--- src/rtl/pq_upd_pkg.sv ---
package pq_upd_pkg;

  localparam logic [7:0] GF_TAP      = 8'h1d;
  localparam int         GROUP_BYTES = 16;

  typedef enum logic [2:0] {
    ST_IDLE,
    ST_QOLD,
    ST_DATA,
    ST_SHIFT,
    ST_DONE
  } pq_state_e;

  typedef struct packed {
    logic ld_p;
    logic ld_qold;
    logic seed;
    logic fold;
    logic dbl;
  } pq_ctl_t;

  function automatic logic [7:0] gf_x2(input logic [7:0] b);
    return {b[6:0], 1'b0} ^ (b[7] ? GF_TAP : 8'h00);
  endfunction

endpackage

--- src/rtl/pq_gf_double.sv ---
module pq_gf_double #(
  parameter int BYTES = 16
) (
  input  logic [BYTES*8-1:0] a,
  output logic [BYTES*8-1:0] y
);
  import pq_upd_pkg::*;

  for (genvar b = 0; b < BYTES; b++) begin : g_byte
    assign y[b*8 +: 8] = gf_x2(a[b*8 +: 8]);
  end

endmodule

--- src/rtl/pq_lane_group.sv ---
module pq_lane_group #(
  parameter int BYTES = 16
) (
  input  logic                 clk,
  input  pq_upd_pkg::pq_ctl_t  ctl,
  input  logic [BYTES*8-1:0]   din,
  output logic [BYTES*8-1:0]   p_o,
  output logic [BYTES*8-1:0]   q_o
);
  import pq_upd_pkg::*;

  localparam int W = BYTES * 8;

  logic [W-1:0] p_q, p_d;
  logic [W-1:0] acc_q, acc_d;
  logic [W-1:0] qold_q;
  logic [W-1:0] acc_x2;
  logic         p_en, acc_en;

  pq_gf_double #(.BYTES(BYTES)) u_dbl (
    .a (acc_q),
    .y (acc_x2)
  );

  // next-state for the P and Q working registers
  always_comb begin
    p_en   = ctl.ld_p | ctl.seed | ctl.fold;
    acc_en = ctl.seed | ctl.fold | ctl.dbl;
    p_d    = ctl.ld_p ? din : (p_q ^ din);
    if (ctl.seed)
      acc_d = din;
    else if (ctl.fold)
      acc_d = acc_x2 ^ din;
    else
      acc_d = acc_x2;
  end

  always_ff @(posedge clk) begin
    if (p_en)        p_q    <= p_d;
    if (acc_en)      acc_q  <= acc_d;
    if (ctl.ld_qold) qold_q <= din;
  end

  assign p_o = p_q;
  assign q_o = acc_q ^ qold_q;

endmodule

--- src/rtl/pq_seq_ctrl.sv ---
module pq_seq_ctrl #(
  parameter int IDX_W = 5
) (
  input  logic                 clk,
  input  logic                 rst_n,
  input  logic [IDX_W-1:0]     cfg_ndev,
  input  logic [IDX_W-1:0]     cfg_start,
  input  logic [IDX_W-1:0]     cfg_stop,
  input  logic                 s_valid,
  output logic                 s_ready,
  output logic                 m_valid,
  input  logic                 m_ready,
  output logic                 err_o,
  output pq_upd_pkg::pq_ctl_t  ctl
);
  import pq_upd_pkg::*;

  pq_state_e        state, state_n;
  logic [IDX_W-1:0] cnt, cnt_n;
  logic [IDX_W-1:0] sh_cnt, sh_n;
  logic [IDX_W-1:0] start_l, start_n;
  logic [IDX_W-1:0] stop_l, stop_n;
  logic             first, first_n;
  logic             err_q, err_n;
  logic             take, cfg_ok;
  logic [IDX_W-1:0] span;
  logic [IDX_W:0]   stop_lim;

  assign stop_lim = {1'b0, cfg_stop} + (IDX_W+1)'(3);
  assign cfg_ok   = (cfg_start <= cfg_stop) && (stop_lim <= {1'b0, cfg_ndev});
  assign span     = stop_l - start_l + IDX_W'(1);

  always_comb begin
    case (state)
      ST_IDLE, ST_QOLD, ST_DATA: s_ready = 1'b1;
      ST_DONE:                   s_ready = m_ready;
      default:                   s_ready = 1'b0;
    endcase
  end

  assign take    = s_valid & s_ready;
  assign m_valid = (state == ST_DONE);
  assign err_o   = err_q;

  always_comb begin
    state_n = state;
    cnt_n   = cnt;
    sh_n    = sh_cnt;
    start_n = start_l;
    stop_n  = stop_l;
    first_n = first;
    err_n   = 1'b0;
    ctl     = '0;
    case (state)
      ST_IDLE, ST_DONE: begin
        if (state == ST_DONE && m_ready) state_n = ST_IDLE;
        if (take) begin
          if (cfg_ok) begin
            state_n  = ST_QOLD;
            ctl.ld_p = 1'b1;
            start_n  = cfg_start;
            stop_n   = cfg_stop;
          end else begin
            state_n = ST_IDLE;
            err_n   = 1'b1;
          end
        end
      end
      ST_QOLD: begin
        if (take) begin
          ctl.ld_qold = 1'b1;
          cnt_n       = span;
          first_n     = 1'b1;
          state_n     = ST_DATA;
        end
      end
      ST_DATA: begin
        if (take) begin
          ctl.seed = first;
          ctl.fold = ~first;
          first_n  = 1'b0;
          cnt_n    = cnt - IDX_W'(1);
          if (cnt == IDX_W'(1)) begin
            if (start_l == '0) begin
              state_n = ST_DONE;
            end else begin
              state_n = ST_SHIFT;
              sh_n    = start_l;
            end
          end
        end
      end
      ST_SHIFT: begin
        ctl.dbl = 1'b1;
        sh_n    = sh_cnt - IDX_W'(1);
        if (sh_cnt == IDX_W'(1)) state_n = ST_DONE;
      end
      default: state_n = ST_IDLE;
    endcase
  end

  always_ff @(posedge clk or negedge rst_n) begin
    if (!rst_n) begin
      state   <= ST_IDLE;
      cnt     <= '0;
      sh_cnt  <= '0;
      start_l <= '0;
      stop_l  <= '0;
      first   <= 1'b0;
      err_q   <= 1'b0;
    end else begin
      state   <= state_n;
      cnt     <= cnt_n;
      sh_cnt  <= sh_n;
      start_l <= start_n;
      stop_l  <= stop_n;
      first   <= first_n;
      err_q   <= err_n;
    end
  end

  // the change-beat counter never leaves the span latched with old P
  a_r2_span_bound: assert property (@(posedge clk) disable iff (!rst_n)
    (state == ST_DATA) |-> (cnt != '0 && cnt <= span));

  // the last doubling cycle hands straight over to the result
  a_r6_shift_to_done: assert property (@(posedge clk) disable iff (!rst_n)
    (state == ST_SHIFT && sh_cnt == IDX_W'(1)) |=> m_valid);

  // a rejection pulse only ever appears with the block idle
  a_r8_err_idle: assert property (@(posedge clk) disable iff (!rst_n)
    err_o |-> (state == ST_IDLE && !m_valid));

  // taking a result together with a new beat leaves no stale result
  a_r9_overlap: assert property (@(posedge clk) disable iff (!rst_n)
    (m_valid && m_ready && s_valid) |=> !m_valid);

endmodule

--- src/rtl/pq_delta_updater.sv ---
module pq_delta_updater #(
  parameter int GROUPS = 1,
  parameter int IDX_W  = 5
) (
  input  logic                      clk,
  input  logic                      rst_n,
  input  logic [IDX_W-1:0]          cfg_ndev,
  input  logic [IDX_W-1:0]          cfg_start,
  input  logic [IDX_W-1:0]          cfg_stop,
  input  logic                      s_valid,
  output logic                      s_ready,
  input  logic [GROUPS*128-1:0]     s_data,
  output logic                      m_valid,
  input  logic                      m_ready,
  output logic [GROUPS*128-1:0]     m_p,
  output logic [GROUPS*128-1:0]     m_q,
  output logic                      err_o
);
  import pq_upd_pkg::*;

  localparam int GW = GROUP_BYTES * 8;

  logic    rst_meta, rst_sync;
  pq_ctl_t ctl;

  always_ff @(posedge clk or negedge rst_n) begin
    if (!rst_n) begin
      rst_meta <= 1'b0;
      rst_sync <= 1'b0;
    end else begin
      rst_meta <= 1'b1;
      rst_sync <= rst_meta;
    end
  end

  pq_seq_ctrl #(.IDX_W(IDX_W)) u_ctrl (
    .clk       (clk),
    .rst_n     (rst_sync),
    .cfg_ndev  (cfg_ndev),
    .cfg_start (cfg_start),
    .cfg_stop  (cfg_stop),
    .s_valid   (s_valid),
    .s_ready   (s_ready),
    .m_valid   (m_valid),
    .m_ready   (m_ready),
    .err_o     (err_o),
    .ctl       (ctl)
  );

  for (genvar g = 0; g < GROUPS; g++) begin : g_grp
    pq_lane_group #(.BYTES(GROUP_BYTES)) u_grp (
      .clk (clk),
      .ctl (ctl),
      .din (s_data[g*GW +: GW]),
      .p_o (m_p[g*GW +: GW]),
      .q_o (m_q[g*GW +: GW])
    );
  end

  // a pending result is frozen until it is taken
  a_r7_hold: assert property (@(posedge clk) disable iff (!rst_sync)
    (m_valid && !m_ready) |=> (m_valid && $stable(m_p) && $stable(m_q)));

endmodule

--- config.mk ---
export PLATFORM = sky130hd
export DESIGN_NAME = pq_delta_updater
export DESIGN_NICKNAME = d
export VERILOG_FILES = /design/src/rtl/pq_upd_pkg.sv /design/src/rtl/pq_gf_double.sv /design/src/rtl/pq_lane_group.sv /design/src/rtl/pq_seq_ctrl.sv /design/src/rtl/pq_delta_updater.sv
export SDC_FILE = /design/constraint.sdc
export NUM_CORES = 1
export LEC_CHECK = 0
export BUFFER_PORTS_ARGS = -buffer_cell sky130_fd_sc_hd__buf_2
export CAP_MARGIN = 30
export CORE_MARGIN = 2
export CORE_UTILIZATION = 57
export CTS_BUF_LIST = sky130_fd_sc_hd__clkbuf_4 sky130_fd_sc_hd__clkbuf_8
export CTS_CLUSTER_SIZE = 14
export DETAILED_ROUTE_END_ITERATION = 7
export MAX_ROUTING_LAYER = met4
export PLACE_DENSITY_LB_ADDON = 0.15
export SLEW_MARGIN = 0
export SYNTH_ARGS = -nofsm -noshare
export SYNTH_HDL_FRONTEND = slang
export SYNTH_SLANG_ARGS = --single-unit
--- constraint.sdc ---
create_clock -name clk -period 0.9 [get_ports clk]
set_input_delay 0.045 -clock clk [delete_from_list [all_inputs] [get_ports clk]]
set_output_delay 0.045 -clock clk [all_outputs]
set_load 0.005 [all_outputs]
### Yosys cells after proc, flatten, opt, wreduce, memory -nomap -nowiden

Cells that the tools add are included.

| storage, ports and cells | value |
|---|---|
| bits in registers | 411 |
| input bits | 147 |
| output and inout port bits | 259 |
| logic and storage cells | 118 |

| cells by class | value |
|---|---|
| add/subtract/negate cells | 5 |
| magnitude comparators | 2 |
| equal/unequal tests | 12 |
| muxes and demuxes | 50 |
| bitwise gates (word level) | 25 |
| reduce and logical (&&, ||, !) cells | 12 |

Operator list:

| kind | count |
|---|---|
| two-way mux 128 bit | 3 |
| XOR 128 bit | 3 |
| XOR 8 x 5 -> 8 bit | 15 |
| two-way mux 5 bit | 21 |
| two-way mux 3 bit | 7 |
| one-hot mux 5 bit (2 select lines) | 2 |
| two-way mux 1 bit | 12 |
| one-hot mux 3 bit (4 select lines) | 1 |
| == test 5 x 1 -> 1 bit, second input constant | 2 |
| subtractor 5 x 1 -> 5 bit, second input constant | 2 |
| != test 2 x 1 -> 1 bit, second input constant | 4 |
| XOR 8 bit | 1 |
| adder 5 x 2 -> 6 bit, second input constant | 1 |
| == test 3 x 2 -> 1 bit, second input constant | 2 |
| less-or-equal comparator 6 x 5 -> 1 bit | 1 |
| AND reduction 3 bit | 2 |
| adder 5 x 1 -> 5 bit, second input constant | 1 |
| less-or-equal comparator 5 bit | 1 |
| logical NOT 5 bit | 1 |
| AND reduction 5 bit | 1 |
| subtractor 5 bit | 1 |
| two-way mux 2 bit | 2 |
| bitwise OR 1 bit | 4 |
| one-hot mux 1 bit (2 select lines) | 2 |
| 12 further kinds | 14 |

### Longest topological paths before layout

Gate-level depths: netlist (run 1).

| depth | value |
|---|---|
| depth after elaboration | 8 |
| mapped depth | 11 |
| gate-level depth less buffers | 9 |

### Cells and area by module

A second synthesis (run 1) with hierarchy kept.

| unflattened totals | value |
|---|---|
| cell total of the unflattened synthesis | 1,560 |
| area total of the unflattened synthesis | 21,317.9 um^2 |

By module, submodules not included:

| module | instances | cells an instance | area each (um^2) | seq. area each (um^2) |
|---|---|---|---|---|
| pq_lane_group | 1 | 1,230 | 18,291.3 | 11,531.1 |
| pq_seq_ctrl | 1 | 199 | 1,951.9 | 625.6 |
| pq_gf_double | 1 | 128 | 1,021.0 | 0.0 |
| pq_delta_updater | 1 | 3 | 53.8 | 50.0 |

### Least setup slack after synthesis (run 1)

Ideal clock, no wire load.

| path | value |
|---|---|
| path type | register -> register |
| start point | register u_ctrl.state[2] |
| end point | register u_ctrl.cnt[0] |
| library setup time | 120 ps |
| arrival time | 11,046 ps |
| required time | 780 ps |
| slack | -10,266 ps |
| cell stages (with the launch flop) | 5 |
| path buffers | 1 |
| period minus slack after synthesis | 11,166 ps |
| cell sequence | dfrtp_1 buf_2 nor2b_1 nor3b_1 a221o_1 |

| on the way | value |
|---|---|
| longest elaborated chain between the ends | 6 |
| elaborated cells on any way between the ends | 12 |
| classes of those cells | eq/ne (5); mux (2); bitwise (1); reduce/logical (4) |

RTL lines:

| item | line | source |
|---|---|---|
| from (decl) | pq_seq_ctrl.sv:18 | `pq_state_e state, state_n;` |
| from (signal assigned) | pq_seq_ctrl.sv:112 | `state <= state_n;` |
| == test 3 x 1 -> 1 bit (tied with other cells) | pq_seq_ctrl.sv:34, pq_seq_ctrl.sv:54 |  |
| OR reduction 3 bit | pq_seq_ctrl.sv:34 | `case (state)` |
| one-hot mux 1 bit (2 select lines) | pq_seq_ctrl.sv:34 |  |
| AND 1 bit | pq_seq_ctrl.sv:41 | `assign take = s_valid & s_ready;` |
| != test 2 x 1 -> 1 bit (no source line) | n/a |  |
| AND reduction 3 bit (no source line) | n/a |  |
| to (signal assigned) | pq_seq_ctrl.sv:113 | `cnt <= cnt_n;` |
| to (decl) | pq_seq_ctrl.sv:19 | `logic [IDX_W-1:0] cnt, cnt_n;` |

Parallel ways exist; a longest one is shown, timed or not.
A chain may end at the register's enable or synchronous reset.

### Final worst setup path (run 1)

| path | value |
|---|---|
| start point | register u_ctrl.state[0] |
| end point | register g_grp[0].u_grp.acc_q[19], data pin |

| on the way | value |
|---|---|
| longest elaborated chain between the ends | 8 |
| elaborated cells on any way between the ends | 11 |
| classes of those cells | eq/ne (3); mux (5); bitwise (1); reduce/logical (2) |

RTL lines:

| item | line | source |
|---|---|---|
| == test 3 x 1 -> 1 bit (tied with other cells) | pq_seq_ctrl.sv:34 |  |
| OR reduction 3 bit | pq_seq_ctrl.sv:34 |  |
| one-hot mux 1 bit (2 select lines) | pq_seq_ctrl.sv:34 |  |
| AND 1 bit | pq_seq_ctrl.sv:41 |  |
| two-way mux 2 bit | pq_seq_ctrl.sv:78 | `if (take) begin` |
| two-way mux 2 bit * | pq_seq_ctrl.sv:54 | `case (state)` |
| two-way mux 128 bit | pq_lane_group.sv:32 | `else if (ctl.fold)` |
| two-way mux 128 bit * | pq_lane_group.sv:30 | `if (ctl.seed)` |
| via g_grp[0].u_grp.acc_d[19] | pq_lane_group.sv:15 | `logic [W-1:0] acc_q, acc_d;` |
| to (signal assigned) | pq_lane_group.sv:40 | `if (acc_en) acc_q <= acc_d;` |
| to (decl) | pq_lane_group.sv:15 |  |

The timed path passes the listed nets; every way through them passes the cells marked *.

==> results of run 1 <==
-- routing by layer --
layer	vias up	share of wire (%)	track usage, %
met4	0	8.0	18.1
met3	547	12	6.79
met5	-	0	-
li1	7616	-	-
met1	9157	32	45.8
met2	1913	49	66.1
-- worst max-delay path: cells and delay by family, from the launching register on --
| family | cells | cell delay, ns |
|---|---|---|
| AND/OR/NAND/NOR | 3 | 0.62 |
| buffers and inverters | 3 | 0.51 |
| AO/OA/AOI/OAI | 1 | 0.47 |
| flip-flops | 1 | 0.45 |
-- power by group --
| group | switching [uW] | internal (uW) |
|---|---|---|
| sequential | 5630 | 27800 |
| combinational | 20000 | 18400 |
| clock | 8440 | 9330 |
-- Yosys cell counts, types with 3 or more instances --
| master | number |
|---|---|
| a211oi_1 | 3 |
| a21o_1 | 3 |
| a21oi_1 | 143 |
| a311oi_1 | 127 |
| and2_1 | 4 |
| buf_2 | 23 |
| buf_4 | 18 |
| buf_6 | 15 |
| clkbuf_1 | 51 |
| dfrtp_1 | 27 |
| edfxtp_1 | 384 |
| ha_1 | 22 |
| inv_1 | 27 |
| mux2_2 | 5 |
| mux2_4 | 4 |
| mux2i_1 | 4 |
| nand2_1 | 14 |
| nand2b_1 | 4 |
| nand4_1 | 4 |
| nor2_1 | 140 |
| nor3_1 | 7 |
| o21ai_0 | 11 |
| o31ai_1 | 128 |
| xnor2_1 | 134 |
| xor2_1 | 178 |
-- per-stage QoR --
step,instances,setup TNS (ns)
global route,2906,-882.30
finish,2906,-856.81
detailed placement,2573,-803.67
CTS,2869,-831.17
global placement,2573,-776.00
floorplan,1517,-1051.77
-- state kept, by name, summed over array words and instances (netlist names) --
name	count
g_grp.u_grp.acc_q	128
g_grp.u_grp.p_o	128
g_grp.u_grp.qold_q	128
rst_meta	1
rst_sync	1
u_ctrl.cnt	5
u_ctrl.err_o	1
u_ctrl.first	1
u_ctrl.sh_cnt	5
u_ctrl.start_l	5
u_ctrl.state	3
u_ctrl.stop_l	5
-- worst max-delay path by stage --
stage | to | cells after the start
floorplan | g_grp[0].u_grp.qold_q[0] | 3
global placement | g_grp[0].u_grp.p_o[115] | 11
detailed placement | g_grp[0].u_grp.p_o[2] | 11
CTS | g_grp[0].u_grp.p_o[80] | 8
global route | g_grp[0].u_grp.acc_q[72] | 7
finish | g_grp[0].u_grp.acc_q[19] | 7
-- repair_timing --
action,in CTS,in global routing
hold endpoints to repair,398,2
resized for setup,90,89
setup endpoints to repair,924,924
buffers inserted,19,23
pin swaps,30,74
gates cloned,18,21
-- kinds of logic (layout without fill, tap and decap cells) --
kind of cell / after synthesis / count (layout) / synth area share, %
and+or+nand+nor: 192 / 195 / 4.30
buffers and inverters: 134 / 1064 / 3.56
adders and majority gates: 23 / 23 / 1.48
other: 1 / 2 / 0.0188
muxes: 13 / 13 / 0.783
DFF: 411 / 411 / 61.1
xor gates and xnor gates: 312 / 312 / 13.7
AOI/OAI and AO/OA: 431 / 431 / 15.1
-- final cells by class --
cell class                      count  share of cell area, %
Antenna cell                        1                0.00799
Clock buffer                       89                   3.59
Clock inverter                     30                  0.771
Inverter                           27                  0.412
Multi-Input combinational cell    975                   29.5
Sequential cell                   411                   39.0
Tap cell                          455                   1.82
Timing Repair Buffer              918                   24.9
==> flow_summary.toml, run 1 <==
[final_layout]
final_core_util_pct = 90.7
multi_input_area_um2 = 9250
most-common-layout-cells = "405 x buf_2, 384 x edfxtp_1, 262 x buf_4, 178 x xor2_1"
seq_area_um2 = 12200
syn_to_final_growth_pct = 56.7
drive_gt1_share_pct = 44.7
fillers = 1231
final_common_cell = "buf_2"
finalNetCount = 2571
fin_area_um2 = 31300

[status]
status = "finished, violations left"
violations = "hold timing, setup timing"

[cts]
numCtsBuffers = 68
cts.clk_slew.worst_paths_ns = 0.08
cts_tree = "yes"
holdBufCountCts = 140
clock_latency_ns = 0.63
htreeDepth = 3
cts_root_buf = "clkbuf_8"
numClockSinks = 411
cts_max_path_buffers = 3

[die]
die_h_um = 191
dieArea_um2 = 36600
start_util_pct = 57.9
placementRows = 68
core_area_um2 = 34500
die_x_um = 191
io_pins = 406

[setup_path]
timing.rr.start = "u_ctrl.state[0]"
crit_chain = "buf_6 > nor3b_4 > and2_4 > buf_12 > buf_12 > nor2_1 > a311oi_1"
end_kind = "register"
startpoint = "u_ctrl.state[0]"
path_class = "register to register"
critical-path-slowest-cell = "a311oi_1"
reg2reg_to = "g_grp[0].u_grp.acc_q[19]"
regToRegSetupSlack_ns = -1.41
crit_required_ns = 1.26
r2r_cells = 7
slowest_delay_ns = 0.47
timing.critical_path.mode_cell = "buf_12"
crit_fanout = 19
cp.arrival_ns = 2.67
startpoint_type = "register"

[placement]
gp_congestion = 0.873
pre_cts_slack_ns = -1.62
placed_area_um2 = 26300
port_buffers = 405
dp_hpwl_um = 40600

[route]
drt_wl_total_um = 83100
vias = 19200
drt_iter0_drc = 2491
drc = 0
wl_per_cell_um = 28.6
via_per_inst = 6.62
ant_nets = 0
first_pass_iters = 6

[grt]
grt_overflow = 0
grt_pass1_vias = 18300
antenna_found_initial = 1
grt_max_degree = 46
grt_pass1_wl_um = 106000
track_usage_pct = 39.2

[yosys]
synth-seq-area-share_pct = 61.1
ys_types = 54
syn-num-nets = 1687
synth_edf_count = 384
synth_flop_cell = "edfxtp_1"
synth_area_leader_cell = "edfxtp_1"
syn_inst = 1517
synth_top_area_share_pct = 57.7
synth_seq_cells = 411
ys_top_cells_by_area = "edfxtp_1 58%, xor2_1 7.8%, xnor2_1 5.9%, a311oi_1 5.6%, o31ai_1 4.8%"
synthArstFlopShare_pct = 6.57
synth_area_um2 = 20000
yosys_warnings = 0
synth.avg_cell_area_um2 = 13.2

[min_path]
hold_path.class = "input port to register"
whs_path_depth = 4
min-delay-start = "s_valid"
holdPathEnd = "u_ctrl.err_o"

[sta]
fin_skew_ns = 0.0441
rsz0062_at_grt = "yes"
final_hold_viol_count = 2
fin_crit_sh_pct = 256
min_period_ns = 2.31
fin_ws_ns = -1.41
fmax_ghz = 0.434
tightest_slew_ns = 0.592
slew_headroom_pct = 60.5
final-setup-viol-count = 924
whs_ns = -0.172
slew_viol_final = 0

[power]
power_uw = 89600
power_density_nw_per_um2 = 2860
peakVddDrop_mv = 2.10
p_leak_uw = 0.0122

[run]
drv_cap = 0
No activity file was read; power rests on OpenSTA's default activity.
==> inputs of run 2 (changes only) <==
- SETUP_SLACK_MARGIN: not set -> 0.5
==> flow_summary.toml, run 2 (synthesis gave the netlist of run 1 again) <==
[setup_path]
slowest_delay_ns = 0.43
startpoint_type = "register"
path_depth = 7
r2r_cells = 7
crit_fanout = 13
path_class = "register to register"
cp.arrival_ns = 2.59
cp.buffers_inverters = 3
reg2reg_to = "g_grp[0].u_grp.acc_q[92]"
end_kind = "register"
crit_path_end = "g_grp[0].u_grp.acc_q[92]"
path_delay_family = "buffers and inverters"
critical-path-slowest-cell = "dfrtp_1"
regToRegSetupSlack_ns = -1.30
startpoint = "u_ctrl.state[0]"
timing.rr.start = "u_ctrl.state[0]"
crit_chain = "buf_4 > nor3b_4 > and2_4 > buf_8 > bufbuf_16 > nor2_1 > a311oi_2"
crit_required_ns = 1.29

[cts]
cts_max_path_buffers = 3
clock_latency_ns = 0.60
holdBufCountCts = 2
htreeDepth = 3
numClockSinks = 411
cts.clk_slew.worst_paths_ns = 0.07
numCtsBuffers = 68
cts_tree = "yes"
cts_root_buf = "clkbuf_8"

[route]
first_pass_iters = 5
vias = 17300
drt_iter0_drc = 1749
ant_nets = 0
drt_wl_total_um = 68500
drc = 0
wl_per_cell_um = 24.8
via_per_inst = 6.26

[power]
power_density_nw_per_um2 = 2890
power_uw = 85700
peakVddDrop_mv = 1.79
p_leak_uw = 0.0116

[die]
dieArea_um2 = 36600
io_pins = 406
start_util_pct = 57.9
core_area_um2 = 34500
die_x_um = 191
placementRows = 68
die_h_um = 191

[final_layout]
multi_input_area_um2 = 9070
seq_area_um2 = 12200
syn_to_final_growth_pct = 48.6
most-common-layout-cells = "405 x buf_2, 384 x edfxtp_1, 259 x buf_4, 178 x xor2_1, 140 x nor2_1"
drive_gt1_share_pct = 46.0
final_common_cell = "buf_2"
fillers = 1608
finalNetCount = 2426

[sta]
tns_ns = -828.39
final-setup-viol-count = 924
min_period_ns = 2.20
fin_skew_ns = 0.0302
fmax_ghz = 0.454
fin_ws_ns = -1.30
slew_viol_final = 0
fin_crit_sh_pct = 245
rsz0062_at_grt = "yes"
slew_headroom_pct = 62.8
tightest_slew_ns = 0.558
final_hold_viol_count = 396
whs_ns = -0.314

[grt]
grt_overflow = 0
grt_max_degree = 46
grt_pass1_vias = 17000
antenna_found_initial = 1
grt_pass1_wl_um = 95600
track_usage_pct = 35.2

[run]
drv_cap = 0

[placement]
dp_hpwl_um = 40600
pre_cts_slack_ns = -1.62
gp_congestion = 0.873
port_buffers = 405

[min_path]
hold_path.class = "input port to register"

[status]
status = "finished, violations left"
violations = "hold timing, setup timing"
## run 2: routing by layer
metal / share of wire (%) / wire length [um] / vias up / global-route usage [%]
met2: 50 / 34300 / 1260 / 57.6
met4: 5.1 / 3520 / 0 / 15.6
met5: 0 / 0 / - / -
li1: - / - / 7317 / -
met3: 9.5 / 6480 / 269 / 6.65
met1: 35 / 24100 / 8447 / 42.6
## run 2: layout make-up
type                            count  share of cell area [%]
Clock buffer                       89                    3.79
Inverter                           27                   0.434
Tap cell                          455                    1.92
Antenna cell                        2                  0.0169
Clock inverter                     30                   0.813
Sequential cell                   411                    41.1
Timing Repair Buffer              775                    21.4
Multi-Input combinational cell    973                    30.6
## run 2: power by group
group | switching (uW) | internal (uW) | leakage (uW) | total [uW]
clock | 7850 | 9320 | 0.000711 | 17200
sequential | 4980 | 27800 | 0.00398 | 32700
combinational | 18000 | 17900 | 0.00690 | 35800
total | 30800 | 54900 | 0.0116 | 85700
## run 2: worst min path at each step
stage,cells after the start,from,end,slack (ns)
2_1_floorplan,0,rst_n,rst_meta,-0.25
3_3_place_gp,1,rst_n,rst_meta,-0.17
3_5_place_dp,1,rst_n,rst_sync,-0.17
4_1_cts,1,s_data[7],g_grp[0].u_grp.qold_q[7],-0.35
5_1_grt,1,s_data[110],g_grp[0].u_grp.qold_q[110],-0.33
6_report,1,s_data[60],g_grp[0].u_grp.qold_q[60],-0.31
## run 2: through the flow
step	instance area, um^2	util, %	std cells	hold slack [ns]
after floorplan	21700	-	1517	-0.251
after global placement	26300	76.2	2573	-0.170
after detailed placement	26300	76.2	2573	-0.166
after CTS	28900	83.7	2731	-0.345
after global routing	29700	86.0	2761	-0.331
final	29700	86.0	2762	-0.314
## run 2: repair_timing
action                                 4_1_cts  5_1_grt
pin swaps                                   30      100
resized for setup                           90       52
setup buffers                               19       14
endpoints found under the hold margin      398      396
setup endpoints to repair                  925      949
gates cloned                                18       15
==> inputs of run 3 (changes only) <==
- CORE_UTILIZATION: 57 -> 52
- clock period: 0.9 -> 2 ns (I/O delays scaled with it)
==> flow_summary.toml, run 3 (synthesis gave the netlist of run 1 again) <==
[sta]
final_hold_viol_count = 1
fin_crit_sh_pct = 105
fin_skew_ns = 0.0273
final-setup-viol-count = 210
slew_headroom_pct = 56.1
min_period_ns = 2.10
tightest_slew_ns = 0.658
slew_viol_final = 0
fin_ws_ns = -0.105
fmax_ghz = 0.475
rsz0062_at_grt = "yes"
whs_ns = -0.0602

[grt]
antenna_found_initial = 3
grt_pass1_wl_um = 87800
grt_pass1_vias = 15600
grt_overflow = 0
track_usage_pct = 29.6
grt_max_degree = 60

[route]
first_pass_iters = 5
wl_per_cell_um = 22.8
via_per_inst = 5.82
vias = 15900
drt_iter0_drc = 1300
ant_nets = 0
drc = 0
drt_wl_total_um = 62300

[setup_path]
crit_required_ns = 2.34
end_kind = "register"
crit_chain = "buf_4 > nor3b_4 > and2_4 > nand2_8 > buf_12 > a21oi_1 > a311oi_1"
path_class = "register to register"
timing.rr.start = "u_ctrl.state[0]"
crit_fanout = 38
cp.arrival_ns = 2.45
startpoint = "u_ctrl.state[0]"
critical-path-slowest-cell = "dfrtp_2"
startpoint_type = "register"
slowest_delay_ns = 0.44
r2r_cells = 7

[cts]
cts_tree = "yes"
clock_latency_ns = 0.62
cts.clk_slew.worst_paths_ns = 0.07
cts_root_buf = "clkbuf_8"
htreeDepth = 3
numClockSinks = 411
cts_max_path_buffers = 3
numCtsBuffers = 69
holdBufCountCts = 141

[status]
violations = "hold timing, setup timing"
status = "finished, violations left"

[power]
peakVddDrop_mv = 0.699
p_sw_share_pct = 35.5
power_uw = 34600
p_int_uw = 22300
p_switching_uw = 12300
sequentialPowerShare_pct = 42.9
pwr-share-comb_pct = 35.7
p_leak_uw = 0.0108
power_density_nw_per_um2 = 1210
pwr-share-clk_pct = 21.4

[final_layout]
most-common-layout-cells = "405 x buf_2, 384 x edfxtp_1, 178 x xor2_1, 141 x dlygate4sd3_1, 140 x nor2_1"
drive_gt1_share_pct = 36.5
fillers = 2341
final_common_cell = "buf_2"
syn_to_final_growth_pct = 43.4
finalNonFillerCells = 2733
finalNetCount = 2332
fin_area_um2 = 28700

[die]
io_pins = 406
core_area_um2 = 37800
die_h_um = 200
die_x_um = 200
start_util_pct = 52.9
placementRows = 71
dieArea_um2 = 40000

[placement]
placed_area_um2 = 24400
dp_hpwl_um = 36800
pre_cts_slack_ns = -0.589
gp_congestion = 0.836
port_buffers = 405
dp_cells = 2422

[min_path]
hold_path.class = "input port to register"
min-delay-start = "s_valid"
whs_path_depth = 5

[run]
drv_cap = 0
-- run 3: cell types whose count changed in the layout (fill, tap and decap cells not counted), sizes merged --
cell and delta:
clkbuf +14, nand2 +1, bufbuf -6, dlygate4sd3 +139, diode +1, inv -2, clkinv +2, clkinvlp +3
bufinv -4, buf -233
-- run 3: final timing paths --
| kind | to | slack [ns] |
|---|---|---|
| setup reg to reg | g_grp[0].u_grp.acc_q[85] | -0.10 |
| max in group asynchronous | u_ctrl.state[1] | 1.48 |
| setup / recovery | g_grp[0].u_grp.acc_q[85] | -0.10 |
| hold / removal | u_ctrl.err_o | -0.06 |
| hold reg to reg | u_ctrl.start_l[1] | 0.23 |
| min in group asynchronous | u_ctrl.start_l[1] | 0.23 |
-- run 3: worst max-delay path: cells and delay by family (launching register included) --
kind	cells	cell delay, ns
buffers and inverters	2	0.44
DFF	1	0.44
and+or+nand+nor	3	0.59
AOI/OAI and AO/OA	2	0.31
-- run 3: repair_timing --
action / 4_1_cts / 5_1_grt
setup endpoints to repair: 743 / 766
gates resized for setup: 59 / 74
hold endpoints to repair: 399 / 1
pin swaps: 3 / 21
gates cloned: 9 / 21
setup buffers: 4 / 5
-- run 3: power by group through the flow --
stage,clock network (uW),registers [uW],logic [uW]
after floorplan,0,14200,7170
after global placement,0,14800,10700
after detailed placement,0,14800,11100
after CTS,7530,14700,11700
after global routing,7910,15100,13400
final,7420,14900,12400
-- run 3: per-layer routing --
| layer | wire length [um] | global-route usage [%] |
|---|---|---|
| met1 | 24300 | 37.7 |
| met2 | 30400 | 46.7 |
| met3 | 5030 | 5.21 |
| met4 | 2550 | 13.4 |
| met5 | 0 | - |
-- run 3: layout make-up --
| cell class | count | area [um^2] | area share [%] |
|---|---|---|---|
| antenna | 3 | 7.51 | 0.0262 |
| clock buffer | 99 | 1230 | 4.30 |
| clock inverter | 29 | 139 | 0.485 |
| inverter | 27 | 129 | 0.450 |
| multi-input combinational | 974 | 8740 | 30.5 |
| sequential | 411 | 12200 | 42.6 |
| tap | 511 | 639 | 2.23 |
| timing repair buffer | 679 | 5560 | 19.4 |
-- run 3: stage by stage --
step | utilization (%) | hold WS [ns] | TNS (ns)
finish | 75.9 | -0.0602 | -11.27
global route | 75.9 | -0.0633 | -28.61
CTS | 73.3 | -0.113 | -4.61
detailed placement | 64.5 | -0.101 | -127.15
global placement | 64.5 | -0.102 | -120.21
floorplan | - | -0.196 | -361.79
